$ cat src/rtl/tps_pkg.sv
package tps_pkg;
  localparam int PS_W        = 10;
  localparam int NUM_TAPS    = 5;
  localparam int SEL_W       = 3;
  localparam int SYNC_STAGES = 2;
  localparam int CTL_W       = 8;
  localparam int NUM_TMR     = 2;
  localparam int CLR_BIT     = 0;
  localparam int CAPSEL_BIT  = 6;
  localparam int HOLD_BIT    = 7;

  typedef enum logic [SEL_W-1:0] {
    CS_OFF      = 3'd0,
    CS_DIV1     = 3'd1,
    CS_DIV8     = 3'd2,
    CS_DIV64    = 3'd3,
    CS_DIV256   = 3'd4,
    CS_DIV1024  = 3'd5,
    CS_EXT_FALL = 3'd6,
    CS_EXT_RISE = 3'd7
  } clk_sel_e;

  // log2 of the division ratio for tap index idx
  function automatic int tap_log2(input int idx);
    case (idx)
      0:       return 0;
      1:       return 3;
      2:       return 6;
      3:       return 8;
      default: return 10;
    endcase
  endfunction

  // true when the lg low bits of cnt are all ones
  function automatic logic tap_hit(input logic [PS_W-1:0] cnt, input int lg);
    logic ok;
    ok = 1'b1;
    for (int b = 0; b < PS_W; b++) begin
      if (b < lg && !cnt[b]) ok = 1'b0;
    end
    return ok;
  endfunction
endpackage

$ cat src/rtl/tps_ctrl.sv
module tps_ctrl
  import tps_pkg::*;
(
  input  logic             clk,
  input  logic             rst_n,
  input  logic             wr_en,
  input  logic [CTL_W-1:0] wdata,
  output logic [CTL_W-1:0] rdata,
  output logic             presc_clr,
  output logic             sync_hold,
  output logic             cap_sel
);
  logic hold_q, capsel_q, clr_q;

  always_ff @(posedge clk) begin
    if (!rst_n) begin
      hold_q   <= 1'b0;
      capsel_q <= 1'b0;
      clr_q    <= 1'b0;
    end else if (wr_en) begin
      hold_q   <= wdata[HOLD_BIT];
      capsel_q <= wdata[CAPSEL_BIT];
      clr_q    <= wdata[CLR_BIT];
    end else if (!hold_q) begin
      clr_q    <= 1'b0;
    end
  end

  always_comb begin
    rdata             = '0;
    rdata[HOLD_BIT]   = hold_q;
    rdata[CAPSEL_BIT] = capsel_q;
    rdata[CLR_BIT]    = clr_q & hold_q;
  end

  assign presc_clr = clr_q;
  assign sync_hold = hold_q;
  assign cap_sel   = capsel_q;
endmodule

$ cat src/rtl/tps_prescaler.sv
module tps_prescaler
  import tps_pkg::*;
#(
  parameter int W  = PS_W,
  parameter int NT = NUM_TAPS
) (
  input  logic          clk,
  input  logic          rst_n,
  input  logic          clr,
  output logic [W-1:0]  cnt,
  output logic [NT-1:0] tap_en
);
  logic [W-1:0] cnt_q;

  always_ff @(posedge clk) begin
    if (!rst_n || clr) cnt_q <= '0;
    else               cnt_q <= cnt_q + 1'b1;
  end

  for (genvar g = 0; g < NT; g++) begin : g_tap
    assign tap_en[g] = !clr && tap_hit(cnt_q, tap_log2(g));
  end

  assign cnt = cnt_q;
endmodule

$ cat src/rtl/tps_edge_sync.sv
module tps_edge_sync #(
  parameter int STAGES = 2
) (
  input  logic clk,
  input  logic rst_n,
  input  logic pin,
  output logic rise,
  output logic fall
);
  logic [STAGES-1:0] sync_q;
  logic              prev_q;

  always_ff @(posedge clk) begin
    if (!rst_n) begin
      sync_q <= '0;
      prev_q <= 1'b0;
    end else begin
      sync_q <= {sync_q[STAGES-2:0], pin};
      prev_q <= sync_q[STAGES-1];
    end
  end

  assign rise = sync_q[STAGES-1] & ~prev_q;
  assign fall = ~sync_q[STAGES-1] & prev_q;
endmodule

$ cat src/rtl/tps_clk_mux.sv
module tps_clk_mux
  import tps_pkg::*;
#(
  parameter int NT = NUM_TAPS
) (
  input  logic [SEL_W-1:0] sel,
  input  logic [NT-1:0]    tap_en,
  input  logic             ext_rise,
  input  logic             ext_fall,
  input  logic             halt,
  output logic             tick
);
  always_comb begin
    tick = 1'b0;
    if (sel == CS_EXT_FALL)      tick = ext_fall;
    else if (sel == CS_EXT_RISE) tick = ext_rise;
    else begin
      for (int i = 0; i < NT; i++) begin
        if (int'(sel) == i + 1) tick = tap_en[i];
      end
    end
    if (halt) tick = 1'b0;
  end
endmodule

$ cat src/rtl/tmr_prescale_top.sv
module tmr_prescale_top
  import tps_pkg::*;
(
  input  logic             clk,
  input  logic             rst_n,
  input  logic             ctl_wr,
  input  logic [CTL_W-1:0] ctl_wdata,
  output logic [CTL_W-1:0] ctl_rdata,
  input  logic [SEL_W-1:0] t0_sel,
  input  logic [SEL_W-1:0] t1_sel,
  input  logic             t0_pin,
  input  logic             t1_pin,
  input  logic             cap_a,
  input  logic             cap_b,
  output logic             t0_tick,
  output logic             t1_tick,
  output logic             cap_out
);
  logic                presc_clr;
  logic                sync_hold;
  logic                cap_sel;
  logic [PS_W-1:0]     presc_cnt;
  logic [NUM_TAPS-1:0] tap_en;
  logic [NUM_TMR-1:0]  ext_rise, ext_fall, ext_pin, tick_v;
  logic [SEL_W-1:0]    sel_v [NUM_TMR];

  assign ext_pin  = {t1_pin, t0_pin};
  assign sel_v[0] = t0_sel;
  assign sel_v[1] = t1_sel;

  tps_ctrl u_ctrl (
    .clk, .rst_n, .wr_en(ctl_wr), .wdata(ctl_wdata), .rdata(ctl_rdata),
    .presc_clr, .sync_hold, .cap_sel
  );

  tps_prescaler #(.W(PS_W), .NT(NUM_TAPS)) u_presc (
    .clk, .rst_n, .clr(presc_clr), .cnt(presc_cnt), .tap_en
  );

  for (genvar t = 0; t < NUM_TMR; t++) begin : g_tmr
    tps_edge_sync #(.STAGES(SYNC_STAGES)) u_sync (
      .clk, .rst_n, .pin(ext_pin[t]), .rise(ext_rise[t]), .fall(ext_fall[t])
    );
    tps_clk_mux #(.NT(NUM_TAPS)) u_mux (
      .sel(sel_v[t]), .tap_en, .ext_rise(ext_rise[t]), .ext_fall(ext_fall[t]),
      .halt(presc_clr), .tick(tick_v[t])
    );
  end

  assign t0_tick = tick_v[0];
  assign t1_tick = tick_v[1];
  assign cap_out = cap_sel ? cap_b : cap_a;
endmodule

$ cat config.mk
export PLATFORM = sky130hd
export DESIGN_NAME = tmr_prescale_top
export DESIGN_NICKNAME = d
export VERILOG_FILES = /design/src/rtl/tps_pkg.sv /design/src/rtl/tps_ctrl.sv /design/src/rtl/tps_prescaler.sv /design/src/rtl/tps_edge_sync.sv /design/src/rtl/tps_clk_mux.sv /design/src/rtl/tmr_prescale_top.sv
export SDC_FILE = /design/constraint.sdc
export NUM_CORES = 1
export LEC_CHECK = 0
export ABC_AREA = 1
export BUFFER_PORTS_ARGS = -buffer_cell sky130_fd_sc_hd__buf_2
export CORE_UTILIZATION = 44
export DETAILED_ROUTE_END_ITERATION = 8
export HOLD_SLACK_MARGIN = 0.15
export PLACE_DENSITY = 0.72
export SYNTH_ARGS = -nofsm -noshare
export SYNTH_HDL_FRONTEND = slang
export SYNTH_SLANG_ARGS = --single-unit
$ cat constraint.sdc
create_clock -name clk -period 1 [get_ports clk]
set_input_delay 0.05 -clock clk [delete_from_list [all_inputs] [get_ports clk]]
set_output_delay 0.05 -clock clk [all_outputs]
set_load 0.01 [all_outputs]
Word-level counts from Yosys, hierarchy flattened
Cells that the tools add are included.
- equal/unequal tests: 15
- bitwise gates (word level): 9
- reductions and logical operators: 7
- add/subtract/negate cells: 1
- muxes and demuxes: 29
- operators with widths (cell ; count):
    $eq 3x3->1 const B ; 12
    $mux 1 ; 29
    $add 10x1->10 const B ; 1
    $eq 3x2->1 const B ; 2
    $and 1x1->1 ; 5
    $logic_and 1x1->1 ; 4
    $not 1->1 ; 4
    $logic_not 1->1 ; 2
    $ne 2x2->1 const B ; 1
    $logic_or 1x1->1 ; 1
- word-level logic and storage cells: 69
- register bits: 19

Depth between registers and ports, before layout
- depth after elaboration: 15
- gate-level depth with buffers: 8

Modules after synthesis
Synthesis repeated with hierarchy kept, for this count alone.
- cell total of the unflattened synthesis: 174
- area, all modules: 1058.5 um^2
- by module, submodules not included (module ; cells an instance ; instances ; area each (um^2) ; sequential area each (um^2)):
    tps_prescaler ; 65 ; 1 ; 457.9 ; 200.2
    tps_clk_mux ; 27 ; 2 ; 106.4 ; 0.0
    tps_edge_sync ; 13 ; 2 ; 100.1 ; 60.1
    tps_ctrl ; 25 ; 1 ; 172.7 ; 60.1
    tmr_prescale_top ; 4 ; 1 ; 15.0 ; 0.0

Worst setup path before layout
No wires, ideal clock.
- path kind: register to register
- start: reg u_presc.cnt_q[0], in the netlist u_presc.cnt[0]
- end: reg u_presc.cnt_q[8], in the netlist u_presc.cnt[8]
- clock period less this slack: 1.092 ns
- stages on the path, launching flop included: 7
- library setup time: 0.116 ns
- buffers on the path: 0
- slack: -0.092 ns
- arrival time: 0.975 ns
- cells stage by stage: dfxtp_1 ha_1 nand3_2 nor3_2 nand2_1 o21ai_1 a21oi_1
- cells in the longest elaborated chain, start to end: 1
- RTL lines (item ; RTL line ; text):
    start: declaration ; tps_prescaler.sv:13 ; logic [W-1:0] cnt_q;
    start signal: assignment ; tps_prescaler.sv:17 ; else cnt_q <= cnt_q + 1'b1;
    $add 10x1->10 ; tps_prescaler.sv:17 ;
No other way between the ends.
A chain may end at the register's enable or synchronous reset.

Worst setup path in the final report
- start: reg u_presc.cnt_q[3], in the netlist u_presc.cnt[3]
- end: out t1_tick
- cells in the longest elaborated chain, start to end: 12
- elaborated cells on any way between the ends: 16
- those cells by class: 13 x mux; 3 x reduce/logical
- RTL lines (item ; RTL line ; text):
    $mux 1 (*) (3 in a row) ; tps_pkg.sv:39 ; if (b < lg && !cnt[b]) ok = 1'b0;
    $mux 1 (4 in a row) ; tps_pkg.sv:39 ;
    $logic_and 1x1->1 ; tps_prescaler.sv:21 ; assign tap_en[g] = !clr && tap_hit(cnt_q, tap_log2(g));
    $mux 1 (*) ; tps_clk_mux.sv:19 ; if (int'(sel) == i + 1) tick = tap_en[i];
    $mux 1 (*) ; tps_clk_mux.sv:16 ; else if (sel == CS_EXT_RISE) tick = ext_rise;
    $mux 1 (*) ; tps_clk_mux.sv:15 ; if (sel == CS_EXT_FALL) tick = ext_fall;
    $mux 1 (*) ; tps_clk_mux.sv:22 ; if (halt) tick = 1'b0;
    end: declaration ; tmr_prescale_top.sv:16 ; output logic t1_tick,
Every way passes the cells marked *; elsewhere a longest branch is shown, timed or not.

==> results.cfg <==
[worst_setup_path]
cp.arrival_ps = 1380
worstPathRequired_ps = 950
critPathKind = flop to primary output
r2r_cells = 8
crit_path_start_kind = flop
cp_max_fo = 3
crit_path_end_kind = primary output
r2r_end = u_presc.cnt[8]$_SDFF_PP0_
rr_startpoint = u_presc.cnt[3]$_SDFF_PP0_
rrSetupSlack_ps = -340

[power]
power.total_mw = 1.43
powerDensity_mw_per_mm2 = 981
max-vdd-ir-drop_mv = 0.973
leakagePower_nw = 0.752

[clock_tree]
cts_tree = done
clock_path_buffers = 2
cts.sinks = 19
cts_max_level = 1
cts_buffers = 3
cts_root_buffer = clkbuf_4
clk_pin_slew_ps = 100
clk_latency_ps = 300

[layout]
stdcell_count = 212
final_common_cell = nand2_1
layout_common_cells = nand2_1, inv_1, buf_2
drive_above_1_share_pct = 45.9
fillers = 157
antenna_cells = 0
post-route-util_pct = 72.9
nets = 209
syn_to_final_growth_pct = 52.8

[floorplanning]
die_area_mm2 = 0.00236
start_util_pct = 47.7
die-height_um = 48.6
pin_count = 32
design.core.area_mm2 = 0.00200
die_x_um = 48.6
row_count = 16

[place]
dp.cells = 191
numPortBuffers = 21
post-dp-hpwl_mm = 1.44
place_congestion = 0.819
pre_cts_ws_ps = -140

[hold_path]
hold_class = input pin to primary output
hold-path-endpoint = cap_out
hold_start = cap_b
worstHoldPathCells = 3

[grt]
antenna_found_initial = 0
grt_usage_pct = 20.8
grt_pass1_vias = 945
grt_max_degree = 11
grt_remaining_overflow = 0
grt_pass1_wl_mm = 3.75

[yosys]
synth.area.top_cells = dfxtp_1, nand2_1, inv_1, buf_4, nor2_1
syn-cell-area_um2 = 955
synth_area_per_cell_um2 = 7.02
synth_top_area_share_pct = 39.8
synth_area_leader_cell = dfxtp_1
synth_seq_cells = 19
yosys_warnings = 0
synth_cell_types = 21
ys_seq_area_share_pct = 39.8
synth_cells = 136

[sta]
finalSetupViolCount = 10
grt_setup_unrepaired = true
clock_skew_ps = 1.82
worst_slack_ps = -433
layout_worst_path_cycle_share_pct = 143
drv_slew = 0
layout_min_cycle_time_ps = 1430
tns_ps = -2100
max_freq_ghz = 0.698
final_hold_viol_count = 0

[routing]
via_per_inst = 4.72
wirelength_mm = 2.32
antenna_left = 0
via_count = 1000
drc = 0
drt_pass1_iterations = 4
wire_per_inst_um = 10.9
drtIter0Drc = 22

[outcome]
violations = setup timing
status = finished with violations

[job]
maxCapViolations = 0
## what timing repair did
| item | CTS | global route |
|---|---|---|
| setup endpoints to repair | 10 | 12 |
| buffers inserted | 5 | 5 |
| hold buffers | 7 | 0 |
| endpoints found under the hold margin | 10 | 0 |
| pin swaps | 4 | 9 |
| resized for setup | 30 | 21 |
## through the flow
stage / hold slack (ps) / area, um^2
finish: 399 / 1460
global route: 408 / 1460
CTS: 398 / 1340
detailed placement: 235 / 1130
global placement: 231 / 1130
floorplan: 148 / 971
## worst max path at each step
stage,startpoint,end,slack (ps),cells after the start
floorplan,u_presc.cnt[0]$_SDFF_PP0_,u_presc.cnt[8]$_SDFF_PP0_,-90,6
global placement,u_presc.cnt[0]$_SDFF_PP0_,u_presc.cnt[8]$_SDFF_PP0_,-90,6
detailed placement,u_presc.cnt[1]$_SDFF_PP0_,u_presc.cnt[8]$_SDFF_PP0_,-140,6
CTS,u_presc.cnt[3]$_SDFF_PP0_,t1_tick,-390,7
global route,u_presc.cnt[3]$_SDFF_PP0_,t1_tick,-530,7
finish,u_presc.cnt[3]$_SDFF_PP0_,t1_tick,-430,7
## final cells by class
| class | count | area, um^2 | share of cell area [%] |
|---|---|---|---|
| clock buffers | 4 | 26.3 | 1.80 |
| flip-flops and latches | 19 | 402 | 27.5 |
| multi-input cells | 86 | 547 | 37.5 |
| inverters | 27 | 104 | 7.12 |
| well taps | 27 | 33.8 | 2.32 |
| repair buffers | 49 | 347 | 23.8 |
## state kept, by name, summed over array words and instances, names as in the netlist
signal / flops
g_tmr.u_sync.prev_q: 2
u_presc.cnt: 10
u_ctrl.presc_clr: 1
u_ctrl.cap_sel: 1
u_ctrl.sync_hold: 1
g_tmr.u_sync.sync_q: 4
## metal layers
layer	GRT usage, %	up-vias	part of all wire, %
met5	0	-	0
met3	3.46	10	4.7
li1	-	510	-
met4	14.2	0	4.1
met2	37.3	40	52
met1	22.2	440	39
## critical path, cell delays in order, from the launching register on
cell and delay (ps):
dfxtp_4 380, nand3_4 110, o21ai_1 140, nand2_1 80, nand2_1 70, nand2_1 70
a21oi_2 110, buf_2 130
## report_power, final
part	leakage (nW)	switching [mW]	internal (mW)	total, mW
registers	0.162	0.0213	0.782	0.804
clock network	0.0150	0.230	0.156	0.385
logic	0.575	0.121	0.120	0.242
## logic make-up after synthesis
kind of cell	after synthesis	synth area share (%)
compound gates	22	12.7
xor+xnor	1	0.918
flops	19	39.8
buf+inv	35	16.9
other cells	1	0.393
simple gates	55	25.4
fa+ha+maj	2	2.62
mux	1	1.18
## cells in the mapped netlist, drive strengths merged
| master | n |
|---|---|
| nand2 | 29 |
| inv | 27 |
| dfxtp | 19 |
| nor2 | 17 |
| a21oi | 9 |
| o21ai | 9 |
| buf | 8 |
| nand3 | 8 |
| a31oi | 2 |
| ha | 2 |
| conb | 1 |
| mux2 | 1 |
| nor3 | 1 |
| o21a | 1 |
| o31ai | 1 |
| xor2 | 1 |
No activity file was read; power rests on OpenSTA's default activity.
